==> src/rtl/iob_pkg.sv <==
package iob_pkg;
  // Transaction phases of the master.
  typedef enum logic [2:0] {
    ST_IDLE,  // no transaction held
    ST_WAIT,  // taken, held back by write spacing
    ST_SEL,   // select driven on the bus
    ST_BACK,  // select released after a conflict
    ST_DONE   // response waiting for the processor side
  } iob_state_e;
endpackage

==> src/rtl/iob_slot_dec.sv <==
module iob_slot_dec #(
  parameter int SLOT_BITS = 3,
  localparam int SLOTS = 1 << SLOT_BITS
) (
  input  logic [SLOT_BITS-1:0] idx,
  input  logic                 en,
  output logic [SLOTS-1:0]     sel
);
  for (genvar s = 0; s < SLOTS; s++) begin : g_slot
    assign sel[s] = en && (idx == SLOT_BITS'(s));
  end
endmodule

==> src/rtl/iob_tmo_timer.sv <==
module iob_tmo_timer #(
  parameter int TIMEOUT = 255,
  localparam int TMO_W = $clog2(TIMEOUT)
) (
  input  logic clk,
  input  logic rst_n,
  input  logic active,  // select is driven this cycle
  input  logic term,    // ack or conflict seen this cycle
  output logic expire   // last allowed selected cycle passes silently
);
  logic [TMO_W-1:0] cnt_q;

  // Counter clears whenever the select is not driven, so every reissue
  // starts a fresh window.
  always_ff @(posedge clk or negedge rst_n) begin
    if (!rst_n)               cnt_q <= '0;
    else if (!active || term) cnt_q <= '0;
    else if (!expire)         cnt_q <= cnt_q + 1'b1;
    else                      cnt_q <= '0;
  end

  assign expire = active && !term && (cnt_q == TMO_W'(TIMEOUT - 1));
endmodule

==> src/rtl/iob_pace.sv <==
module iob_pace #(
  parameter int READ_MIN  = 8,
  parameter int WRITE_GAP = 3,
  localparam int LAT_W = $clog2(READ_MIN + 1),
  localparam int GAP_W = $clog2(WRITE_GAP + 1)
) (
  input  logic clk,
  input  logic rst_n,
  input  logic accept,        // request taken this cycle
  input  logic wr_sel_start,  // first selected cycle of a write attempt
  output logic lat_ok,        // minimum read latency reached
  output logic gap_free       // a write select may start next cycle
);
  logic [LAT_W-1:0] lat_q;
  logic [GAP_W-1:0] gap_q, gap_nxt;

  // Age of the held request: cycle of acceptance + k shows k.
  always_ff @(posedge clk or negedge rst_n) begin
    if (!rst_n)                          lat_q <= LAT_W'(READ_MIN);
    else if (accept)                     lat_q <= LAT_W'(1);
    else if (lat_q != LAT_W'(READ_MIN))  lat_q <= lat_q + 1'b1;
  end
  assign lat_ok = (lat_q >= LAT_W'(READ_MIN));

  // Cycles still barred for a write select start.
  always_comb begin
    if (wr_sel_start)       gap_nxt = GAP_W'(WRITE_GAP - 1);
    else if (gap_q != '0)   gap_nxt = gap_q - 1'b1;
    else                    gap_nxt = '0;
  end

  always_ff @(posedge clk or negedge rst_n) begin
    if (!rst_n) gap_q <= '0;
    else        gap_q <= gap_nxt;
  end
  assign gap_free = (gap_nxt == '0);
endmodule

==> src/rtl/iob_master.sv <==
module iob_master import iob_pkg::*; #(
  parameter int ADDR_W    = 32,
  parameter int DATA_W    = 32,
  parameter int WIN_BITS  = 22,
  parameter int SLOT_BITS = 3,
  parameter int TIMEOUT   = 255,
  parameter int READ_MIN  = 8,
  parameter int WRITE_GAP = 3,
  localparam int SLOTS  = 1 << SLOT_BITS,
  localparam int MASK_W = DATA_W / 8
) (
  input  logic              clk,
  input  logic              rst_n,
  input  logic              req_valid,
  output logic              req_ready,
  input  logic              req_write,
  input  logic [ADDR_W-1:0] req_addr,
  input  logic [DATA_W-1:0] req_wdata,
  input  logic [MASK_W-1:0] req_mask,
  output logic              rsp_valid,
  input  logic              rsp_ready,
  output logic [DATA_W-1:0] rsp_rdata,
  output logic              rsp_err,
  output logic [SLOTS-1:0]  bus_sel,
  output logic [ADDR_W-1:0] bus_addr,
  output logic              bus_write,
  output logic [DATA_W-1:0] bus_wdata,
  output logic [MASK_W-1:0] bus_mask,
  input  logic [DATA_W-1:0] bus_rdata,
  input  logic              bus_ack,
  input  logic              bus_conflict
);
  iob_state_e st_q, st_d;

  logic              wr_q, first_q, err_q;
  logic [ADDR_W-1:0] addr_q;
  logic [DATA_W-1:0] wdata_q, rdata_q;
  logic [MASK_W-1:0] mask_q;

  logic in_sel, ack_hit, conf_hit, expire;
  logic accept, rsp_fire, lat_ok, gap_free, wr_sel_start;
  iob_state_e launch;

  assign in_sel   = (st_q == ST_SEL);
  assign conf_hit = in_sel && bus_conflict;          // conflict wins
  assign ack_hit  = in_sel && bus_ack && !bus_conflict;
  assign wr_sel_start = in_sel && first_q && wr_q;

  assign rsp_valid = (st_q == ST_DONE) && (wr_q || lat_ok);
  assign rsp_fire  = rsp_valid && rsp_ready;
  assign req_ready = (st_q == ST_IDLE) || rsp_fire;
  assign accept    = req_valid && req_ready;

  // A newly taken write may have to wait out the spacing window.
  assign launch = (req_write && !gap_free) ? ST_WAIT : ST_SEL;

  always_comb begin
    st_d = st_q;
    unique case (st_q)
      ST_IDLE: if (accept) st_d = launch;
      ST_WAIT,
      ST_BACK: if (!wr_q || gap_free) st_d = ST_SEL;
      ST_SEL: begin
        if (conf_hit)               st_d = ST_BACK;
        else if (ack_hit || expire) st_d = ST_DONE;
      end
      ST_DONE: if (rsp_fire) st_d = accept ? launch : ST_IDLE;
      default: st_d = ST_IDLE;
    endcase
  end

  always_ff @(posedge clk or negedge rst_n) begin
    if (!rst_n) begin
      st_q    <= ST_IDLE;
      first_q <= 1'b0;
    end else begin
      st_q    <= st_d;
      first_q <= (st_d == ST_SEL) && (st_q != ST_SEL);
    end
  end

  // Request capture.
  always_ff @(posedge clk or negedge rst_n) begin
    if (!rst_n) begin
      wr_q    <= 1'b0;
      addr_q  <= '0;
      wdata_q <= '0;
      mask_q  <= '0;
    end else if (accept) begin
      wr_q    <= req_write;
      addr_q  <= req_addr;
      wdata_q <= req_wdata;
      mask_q  <= req_mask;
    end
  end

  // Result capture: read word taken in the acknowledge cycle.
  always_ff @(posedge clk or negedge rst_n) begin
    if (!rst_n) begin
      rdata_q <= '0;
      err_q   <= 1'b0;
    end else if (ack_hit) begin
      rdata_q <= wr_q ? '0 : bus_rdata;
      err_q   <= 1'b0;
    end else if (expire) begin
      rdata_q <= '0;
      err_q   <= 1'b1;
    end
  end

  iob_slot_dec #(.SLOT_BITS(SLOT_BITS)) u_dec (
    .idx (addr_q[WIN_BITS +: SLOT_BITS]),
    .en  (in_sel),
    .sel (bus_sel)
  );

  iob_tmo_timer #(.TIMEOUT(TIMEOUT)) u_tmo (
    .clk    (clk),
    .rst_n  (rst_n),
    .active (in_sel),
    .term   (bus_ack || bus_conflict),
    .expire (expire)
  );

  iob_pace #(.READ_MIN(READ_MIN), .WRITE_GAP(WRITE_GAP)) u_pace (
    .clk          (clk),
    .rst_n        (rst_n),
    .accept       (accept),
    .wr_sel_start (wr_sel_start),
    .lat_ok       (lat_ok),
    .gap_free     (gap_free)
  );

  assign bus_addr  = addr_q;
  assign bus_write = wr_q;
  assign bus_wdata = wdata_q;
  assign bus_mask  = mask_q;
  assign rsp_rdata = rdata_q;
  assign rsp_err   = err_q;
endmodule

==> config.mk <==
export PLATFORM = sky130hd
export DESIGN_NAME = iob_master
export DESIGN_NICKNAME = d
export VERILOG_FILES = /design/src/rtl/iob_pkg.sv /design/src/rtl/iob_slot_dec.sv /design/src/rtl/iob_tmo_timer.sv /design/src/rtl/iob_pace.sv /design/src/rtl/iob_master.sv
export SDC_FILE = /design/constraint.sdc
export NUM_CORES = 1
export LEC_CHECK = 0
export BUFFER_PORTS_ARGS = -buffer_cell sky130_fd_sc_hd__buf_4
export CORE_MARGIN = 4
export CORE_UTILIZATION = 30
export DETAILED_ROUTE_END_ITERATION = 12
export GPL_TIMING_DRIVEN = 0
export HOLD_SLACK_MARGIN = 0.05
export PLACE_DENSITY_LB_ADDON = 0.05
export SYNTH_ARGS = -nofsm -noshare
export SYNTH_HDL_FRONTEND = slang
export SYNTH_SLANG_ARGS = --single-unit
==> constraint.sdc <==
create_clock -name clk -period 4 [get_ports clk]
set_input_delay 0.2 -clock clk [delete_from_list [all_inputs] [get_ports clk]]
set_output_delay 0.2 -clock clk [all_outputs]
set_load 0.01 [all_outputs]
## Word level (Yosys, flattened, before mapping)

Cells that the tools add are included.

| operators by class | value |
|---|---|
| add/sub/neg operators | 3 |
| magnitude comparators | 1 |
| equality and inequality tests | 15 |
| multiplexer cells | 19 |
| reductions and logical operators | 38 |

Operators with widths:

| kind | number |
|---|---|
| 32-bit 2-to-1 mux | 3 |
| 1-bit logical AND | 20 |
| 8-bit 2-to-1 mux | 2 |
| 3-bit by 2-bit equality test with 1-bit output (second input constant) | 5 |
| 3-bit equality test (second input constant) | 5 |
| 3-bit 2-to-1 mux | 5 |
| 3-bit case mux with 4 select lines | 1 |
| 8-bit by 1-bit adder with 8-bit output (second input constant) | 1 |
| 8-bit equality test (second input constant) | 1 |
| 2-bit 2-to-1 mux | 4 |
| 4-bit 2-to-1 mux | 2 |
| 3-bit by 1-bit equality test with 1-bit output (second input constant) | 2 |
| 3-bit logical NOT | 2 |
| 1-bit logical OR | 6 |
| 2-bit nonzero test | 3 |
| 1-bit logical NOT | 5 |
| 4-bit by 1-bit adder with 4-bit output (second input constant) | 1 |
| 4-bit >= comparator (second input constant) | 1 |
| 4-bit inequality test (second input constant) | 1 |
| 3-bit by 2-bit inequality test with 1-bit output (second input constant) | 1 |
| 2-bit logical NOT | 1 |
| 1-bit 2-to-1 mux | 2 |
| 2-bit OR reduction | 1 |
| 2-bit by 1-bit subtractor with 2-bit output (second input constant) | 1 |

| storage, ports and cells | value |
|---|---|
| register bits | 120 |
| bits of input ports | 107 |
| output and inout port bits | 112 |
| word-level logic and storage cells | 87 |

## Logic depth before layout (Yosys ltp)

Gate-level depths: netlist (run 1).

| depth | value |
|---|---|
| depth after elaboration | 13 |
| gate-level depth with buffers | 6 |
| gate-level depth less buffers | 6 |

## Cells and area by module

A second synthesis (run 1) with hierarchy kept.

| second synthesis, totals | value |
|---|---|
| cells, all modules | 332 |
| area total of the unflattened synthesis | 4832.1 um^2 |

By module, submodules not included:

| module | instances | cells an instance | area each (um^2) | sequential area each (um^2) |
|---|---|---|---|---|
| iob_master | 1 | 257 | 4045.1 | 2652.5 |
| iob_tmo_timer | 1 | 41 | 407.9 | 200.2 |
| iob_pace | 1 | 26 | 282.8 | 151.4 |
| iob_slot_dec | 1 | 8 | 96.3 | 0.0 |

## Worst setup path before layout (run 1)

No wires, ideal clock.

| timing path | value |
|---|---|
| path kind | flip-flop to flip-flop |
| from | reg u_pace.lat_q[3] |
| to | reg addr_q[26], in the netlist bus_addr[26] |
| setup time | 127 ps |
| arrival time | 1688 ps |
| required time | 3873 ps |
| setup slack | 2185 ps |
| stages on the path, launching flop included | 6 |
| path buffers | 2 |
| clock period less this slack | 1815 ps |
| cells stage by stage | dfstp_2 > o21ai_2 > a2111oi_4 > buf_6 > buf_6 > mux2_1 |

| on the way | value |
|---|---|
| longest elaborated chain between the ends | 6 |

Ends and longest elaborated chain:

| item | RTL line | text |
|---|---|---|
| from (decl) | iob_pace.sv:14 | `logic [LAT_W-1:0] lat_q;` |
| from (signal assigned) | iob_pace.sv:19 | `if (!rst_n) lat_q <= LAT_W'(READ_MIN);` |
| from (signal assigned) | iob_pace.sv:21 | `else if (lat_q != LAT_W'(READ_MIN)) lat_q <= lat_q + 1'b1;` |
| 4-bit >= comparator | iob_pace.sv:23 | `assign lat_ok = (lat_q >= LAT_W'(READ_MIN));` |
| 1-bit logical OR | iob_master.sv:49 | `assign rsp_valid = (st_q == ST_DONE) && (wr_q \|\| lat_ok);` |
| 1-bit logical AND | iob_master.sv:49 |  |
| 1-bit logical AND | iob_master.sv:50 | `assign rsp_fire = rsp_valid && rsp_ready;` |
| 1-bit logical OR | iob_master.sv:51 | `assign req_ready = (st_q == ST_IDLE) \|\| rsp_fire;` |
| 1-bit logical AND | iob_master.sv:52 | `assign accept = req_valid && req_ready;` |
| to (signal assigned) | iob_master.sv:91 | `addr_q <= req_addr;` |
| to (decl) | iob_master.sv:36 | `logic [ADDR_W-1:0] addr_q;` |

Every way passes these cells.
A chain may end at the register's enable or synchronous reset.

## Worst setup path after layout (run 1)

| timing path | value |
|---|---|
| from | reg st_q[0] |
| to | out bus_sel[3] |

| on the way | value |
|---|---|
| longest elaborated chain between the ends | 2 |

Ends and longest elaborated chain:

| item | RTL line | text |
|---|---|---|
| from (decl) | iob_master.sv:33 | `iob_state_e st_q, st_d;` |
| from (signal assigned) | iob_master.sv:77 | `st_q <= st_d;` |
| 3-bit by 2-bit equality test with 1-bit output | iob_master.sv:44 | `assign in_sel = (st_q == ST_SEL);` |
| 1-bit logical AND | iob_slot_dec.sv:10 | `assign sel[s] = en && (idx == SLOT_BITS'(s));` |
| to (decl) | iob_master.sv:24 | `output logic [SLOTS-1:0] bus_sel,` |

Every way passes these cells.

==> flow_metrics.py, run 1 <==
metrics = {
    "die": {
        "boundaryPins": 219,
        "rows": 46,
        "fp.coreArea_mm2": 0.0158,
        "dieArea_mm2": 0.0181,
        "start_util": 0.304,
        "die_w_um": 135,
        "die_h_um": 135,
    },
    "timing": {
        "fin_crit_sh": 0.604,
        "clock.fmax_ghz": 0.414,
        "layout_min_cycle_time_ns": 2.41,
        "drv_slew": 0,
        "worst_pin_slew_ns": 0.750,
        "skew_ns": 0.00683,
        "relSlewSlack": 0.499,
        "setup_ws_ns": 1.59,
        "rsz0062_at_grt": "no",
        "hold_viol_final": 0,
        "setup_tns_ns": 0,
        "setup_violations": 0,
    },
    "logic_synthesis": {
        "synth_async_sr_flop_share": 1.00,
        "yosysSeqAreaShare": 0.624,
        "syn_inst": 329,
        "ys_seq_elements": 120,
        "synthTopCellsByArea": "dfrtp_1 62%, mux2_1 13%, a22o_1 5.8%",
        "synth-warning-count": 0,
        "synth_nets": 440,
        "ys_types": 36,
        "netlist_area_mm2": 0.00481,
        "yosysTopAreaCell": "dfrtp_1",
        "synth_top_area_frac": 0.619,
        "synth_enable_flop_cells": 0,
        "synthFlopType": "dfrtp_1",
        "avgSynthCellArea_um2": 14.6,
    },
    "clock_network": {
        "clock_latency_ns": 0.41,
        "clock-sinks": 120,
        "post_cts_buffers": 0,
        "clock_path_buffers": 2,
        "cts_buffers": 17,
        "cts_tree": "yes",
        "htree_num_levels": 4,
        "clk_pin_slew_ns": 0.05,
        "holdBufCountCts": 103,
        "clockRootBuffer": "clkbuf_16",
        "cts_resized": 0,
    },
    "setup_path": {
        "startpoint_type": "flip-flop",
        "reg2reg_to": "bus_addr[28]$_DFFE_PN0N_",
        "r2r_setup_slack_ns": 2.00,
        "cp.arrival_ns": 2.21,
        "critPathRequiredTime_ns": 3.80,
        "crit_path_end_kind": "output pin",
        "critical_path_class": "reg -> out",
        "crit_fanout": 10,
        "reg2reg_depth": 5,
        "r2r-start": "u_pace.lat_q[3]$_DFFE_PN1P_",
    },
    "drt": {
        "viasPerCell": 4.34,
        "routedWlPerCell_um": 15.0,
        "ant_nets": 0,
        "routed_wl_mm": 13.5,
        "drtIter0Drc": 114,
        "drc": 0,
        "dr.pass1.iters": 4,
        "num_vias": 3900,
    },
    "placement": {
        "gp_congestion": 0.724,
        "place_area_mm2": 0.00675,
        "io_buffers": 218,
        "pre_cts_slack_ns": 1.95,
        "dp_hpwl_mm": 9.30,
    },
    "global_routing": {
        "gr-total-overflow": 0,
        "grt_pass1_vias": 4133,
        "grt_usage": 0.150,
        "grt_max_degree": 64,
        "antenna_found_initial": 0,
        "grt_first_pass_wirelength_mm": 21.4,
    },
    "cells_and_area": {
        "seq_area_mm2": 0.00300,
        "area_growth_pct": 74.4,
        "final_area_mm2": 0.00839,
        "final_layout_size_suffix_gt1_frac": 0.416,
        "multi_input_area_mm2": 0.00162,
        "antenna_cells": 0,
        "layout.nets": 781,
        "n_fill_cell": 1367,
    },
    "power_and_ir_drop": {
        "pwr_density_cell_mw_per_mm2": 716,
        "ir_drop_mv": 0.327,
        "power_leakage_uw": 0.00401,
        "p_total_uw": 6010,
    },
    "min_path": {
        "min_path_type": "in -> reg",
        "hold_path.startpoint": "bus_conflict",
        "whs_endpoint": "st_q[1]$_DFF_PN0_",
        "hold_path_depth": 3,
    },
    "outcome": {
        "run_status": "finished clean",
    },
    "run": {
        "cap_violations": 0,
    },
}
## worst max path at each step
| stage | cells past startpoint | startpoint | end | slack [ns] |
|---|---|---|---|---|
| 3_5_place_dp | 5 | st_q[0]$_DFF_PN0_ | bus_sel[6] | 1.95 |
| 6_report | 5 | st_q[0]$_DFF_PN0_ | bus_sel[3] | 1.59 |
| 2_1_floorplan | 5 | u_pace.lat_q[3]$_DFFE_PN1P_ | bus_addr[26]$_DFFE_PN0N_ | 2.18 |
| 4_1_cts | 5 | st_q[0]$_DFF_PN0_ | bus_sel[6] | 1.49 |
| 3_3_place_gp | 5 | u_pace.lat_q[3]$_DFFE_PN1P_ | bus_addr[27]$_DFFE_PN0N_ | 2.00 |
| 5_1_grt | 5 | st_q[0]$_DFF_PN0_ | bus_sel[6] | 1.40 |
## stage by stage
step	hold WS (ns)	util	cells
global placement	0.409	0.425	763
CTS	0.0572	0.530	899
floorplan	-0.0956	-	329
finish	0.0826	0.530	899
detailed placement	0.210	0.426	764
global route	0.0871	0.530	899
## cell usage after synthesis, types with 3 or more instances
| cell type | number |
|---|---|
| a21oi_1 | 4 |
| a22o_1 | 32 |
| buf_12 | 5 |
| buf_2 | 10 |
| dfrtp_1 | 119 |
| ha_1 | 4 |
| inv_1 | 5 |
| mux2_1 | 55 |
| mux2_2 | 15 |
| nand2_1 | 13 |
| nand2b_1 | 3 |
| nand3_1 | 5 |
| nor2_1 | 18 |
| nor3_1 | 4 |
| nor3b_1 | 3 |
| o21ai_0 | 3 |
| xor2_1 | 6 |
## routing by layer
layer | wire [um] | up-vias | GRT usage
met3 | 972 | 15 | 0.0507
met4 | 206 | 0 | 0.0571
li1 | - | 1868 | -
met5 | 0 | - | 0
met1 | 5730 | 1871 | 0.185
met2 | 6560 | 146 | 0.244
## worst max-delay path, stage by stage (launching register included)
cell	delay, ns
dfrtp_1	0.35
buf_2	0.19
nor3b_1	0.66
nand2_1	0.22
nor2_1	0.23
buf_4	0.16
## cells by family (layout without fill, tap and decap cells)
group / count (synthesis) / count (layout) / synth area share
adders and majority gates: 4 / 4 / 0.0104
DFF: 120 / 120 / 0.624
buffers and inverters: 22 / 376 / 0.0398
muxes: 70 / 70 / 0.164
xor gates and xnor gates: 8 / 8 / 0.0146
AOI/OAI and AO/OA: 50 / 50 / 0.0884
and+or+nand+nor: 55 / 55 / 0.0588
## registers in the layout (all words and copies together) (netlist names)
signal	flops
bus_addr	32
bus_mask	4
bus_wdata	32
bus_write	1
first_q	1
rsp_err	1
rsp_rdata	32
st_q	3
u_pace.gap_q	2
u_pace.lat_q	4
u_tmo.cnt_q	8
## power breakdown
| group | leakage [uW] | switching, uW | total, uW | internal (uW) |
|---|---|---|---|---|
| Clock | 0.000300 | 522 | 1560 | 1040 |
| Sequential | 0.00148 | 319 | 2090 | 1770 |
| Combinational | 0.00223 | 1010 | 2350 | 1340 |
## layout by cell type, fill, tap and decap left out, drive strengths merged, types with 2 or more instances in the layout
cell type / instances
clkbuf: 24
and3: 2
bufinv: 3
ha: 4
nand2b: 3
nor3b: 3
buf: 236
xor2: 6
nor3: 4
a21oi: 4
and4: 2
dlygate4sd3: 103
nand4: 2
dfrtp: 119
o211a: 2
mux2: 70
xnor2: 2
a22o: 32
nand2: 13
nand3: 5
nor2: 18
inv: 5
clkinv: 4
o21ai: 5
## final cells by class
class                   instances  share of cell area
flip-flops and latches        120               0.358
repair buffers                322               0.322
plain buffers                  17              0.0206
multi-input cells             187               0.193
clock inverters                 8              0.0140
clock buffers                  24              0.0586
inverters                       5             0.00224
well taps                     216              0.0322
(Power assumes the default switching activity.)
==> run 2: changes to the inputs <==
==> constraint.sdc (replaced) <==
create_clock -name clk -period 2.4 [get_ports clk]
set_input_delay 0.12 -clock clk [delete_from_list [all_inputs] [get_ports clk]]
set_output_delay 0.12 -clock clk [all_outputs]
set_load 0.01 [all_outputs]
==> flow_metrics.py, run 2 (synthesized netlist as in run 1, its figures left out) <==
metrics = {
    "cells_and_area": {
        "area_growth_pct": 74.9,
        "final_layout_size_suffix_gt1_frac": 0.416,
        "layout.nets": 783,
        "seq_area_mm2": 0.00300,
        "n_fill_cell": 1367,
        "final_area_mm2": 0.00842,
        "antenna_cells": 0,
        "layout_commonest_cell": "buf_4",
        "fin_cells": 901,
        "multi_input_area_mm2": 0.00162,
        "final_cell_mix": "217 x buf_4, 119 x dfrtp_1, 105 x dlygate4sd3_1, 55 x mux2_1, 32 x a22o_1",
    },
    "drt": {
        "dr.pass1.iters": 4,
        "num_vias": 3931,
        "routedWlPerCell_um": 15.0,
        "drc": 0,
        "routed_wl_mm": 13.5,
        "ant_nets": 0,
        "viasPerCell": 4.36,
        "drtIter0Drc": 117,
    },
    "timing": {
        "rsz0062_at_grt": "no",
        "drv_slew": 0,
        "skew_ns": 0.00686,
        "fin_crit_sh": 0.863,
        "hold_viol_final": 0,
        "clock.fmax_ghz": 0.483,
        "worst_pin_slew_ns": 0.574,
        "layout_min_cycle_time_ns": 2.07,
        "relSlewSlack": 0.617,
        "setup_tns_ns": 0,
        "setup_ws_ns": 0.328,
        "setup_violations": 0,
    },
    "power_and_ir_drop": {
        "seqPwrFrac": 0.347,
        "pwr-share-clk": 0.260,
        "power_frac_comb": 0.392,
        "ir_drop_mv": 0.550,
        "internal_power_uw": 6930,
        "switching_power_uw": 3090,
        "power_leakage_uw": 0.00402,
        "pwr_density_cell_mw_per_mm2": 1190,
        "swShare": 0.308,
    },
    "setup_path": {
        "endpoint": "bus_sel[3]",
        "critPathLaunch": "st_q[0]$_DFF_PN0_",
        "critPathRequiredTime_ns": 2.28,
        "critical_path_class": "reg -> out",
        "startpoint_type": "flip-flop",
        "crit_path_end_kind": "output pin",
        "cp.arrival_ns": 1.95,
        "r2r_setup_slack_ns": 0.41,
        "crit_fanout": 10,
        "slowest_delay_ns": 0.43,
        "crit_buf_inv": 2,
        "slowest_stage": "nor3b_2",
        "cp_top_family": "simple AND/OR/NAND/NOR gates",
        "r2r-start": "u_pace.lat_q[3]$_DFFE_PN1P_",
        "reg2reg_depth": 5,
        "cp_num_cells": 5,
        "cp_cell_sequence": "buf_2, nor3b_2, nand2_1, nor2_1, buf_4",
        "reg2reg_to": "bus_addr[28]$_DFFE_PN0N_",
    },
    "die": {
        "boundaryPins": 219,
        "die_w_um": 135,
        "rows": 46,
        "start_util": 0.304,
        "fp.coreArea_mm2": 0.0158,
        "die_h_um": 135,
        "dieArea_mm2": 0.0181,
    },
    "min_path": {
        "min_path_type": "in -> reg",
        "hold_path.startpoint": "rsp_ready",
    },
    "placement": {
        "io_buffers": 218,
        "dp_hpwl_mm": 9.30,
        "dp.cells": 764,
        "pre_cts_slack_ns": 0.385,
        "gp_congestion": 0.724,
        "place_area_mm2": 0.00675,
    },
    "clock_network": {
        "post_cts_buffers": 0,
        "htree_num_levels": 4,
        "clock_latency_ns": 0.41,
        "clock_path_buffers": 2,
        "cts_buffers": 17,
        "clk_pin_slew_ns": 0.05,
        "clockRootBuffer": "clkbuf_16",
        "clock-sinks": 120,
        "cts_tree": "yes",
    },
    "global_routing": {
        "grt_max_degree": 64,
        "grt_pass1_vias": 4134,
        "gr-total-overflow": 0,
        "grt_usage": 0.150,
        "antenna_found_initial": 0,
        "grt_first_pass_wirelength_mm": 21.5,
    },
    "outcome": {
        "run_status": "finished clean",
    },
    "run": {
        "cap_violations": 0,
    },
}
run 2: stage by stage:
step	power [uW]	hold WS [ns]	util
after CTS	10200	0.0504	0.532
after floorplan	5330	-0.176	-
final	10000	0.0691	0.532
after detailed placement	7350	0.130	0.426
after global placement	7280	0.329	0.425
after global routing	10600	0.0868	0.532
run 2: routing by layer:
metal / wire length (um) / vias to the layer above / global-route usage
met5: 0 / - / 0
met4: 204 / 0 / 0.0571
met3: 1000 / 15 / 0.0499
met2: 6580 / 157 / 0.244
met1: 5710 / 1886 / 0.186
li1: - / 1873 / -
run 2: cell type report:
type / count / area share
Clock inverter: 8 / 0.0140
Multi-Input combinational cell: 187 / 0.193
Sequential cell: 120 / 0.357
Buffer: 17 / 0.0205
Inverter: 5 / 0.00223
Timing Repair Buffer: 324 / 0.323
Clock buffer: 24 / 0.0584
Tap cell: 216 / 0.0321
run 2: timing repair:
item	CTS	global route
hold buffers	105	0
hold endpoints to repair	159	0
endpoints found under the setup margin	2	0
resized for setup	1	0
run 2: worst min-delay path by stage:
stage / endpoint / depth (start not counted) / slack [ns]
2_1_floorplan: bus_addr[0]$_DFFE_PN0N_ / 0 / -0.18
3_3_place_gp: rsp_err$_DFFE_PN0P_ / 2 / 0.33
3_5_place_dp: bus_addr[10]$_DFFE_PN0N_ / 1 / 0.13
4_1_cts: st_q[2]$_DFF_PN0_ / 4 / 0.05
5_1_grt: st_q[2]$_DFF_PN0_ / 4 / 0.09
6_report: st_q[2]$_DFF_PN0_ / 4 / 0.07
run 2: power groups by stage:
stage / Combinational (uW) / Sequential [uW] / Clock [uW]
after CTS: 4000 / 3480 / 2680
after global placement: 3800 / 3480 / 0
after global routing: 4260 / 3610 / 2760
after detailed placement: 3860 / 3500 / 0
final: 3930 / 3480 / 2610
after floorplan: 1490 / 3840 / 0
run 2: tightest hold or removal path, cell delays in order:
cell and delay, ns:
buf_4 0.08, o21ai_2 0.09, nand3_1 0.10, nand2_1 0.05
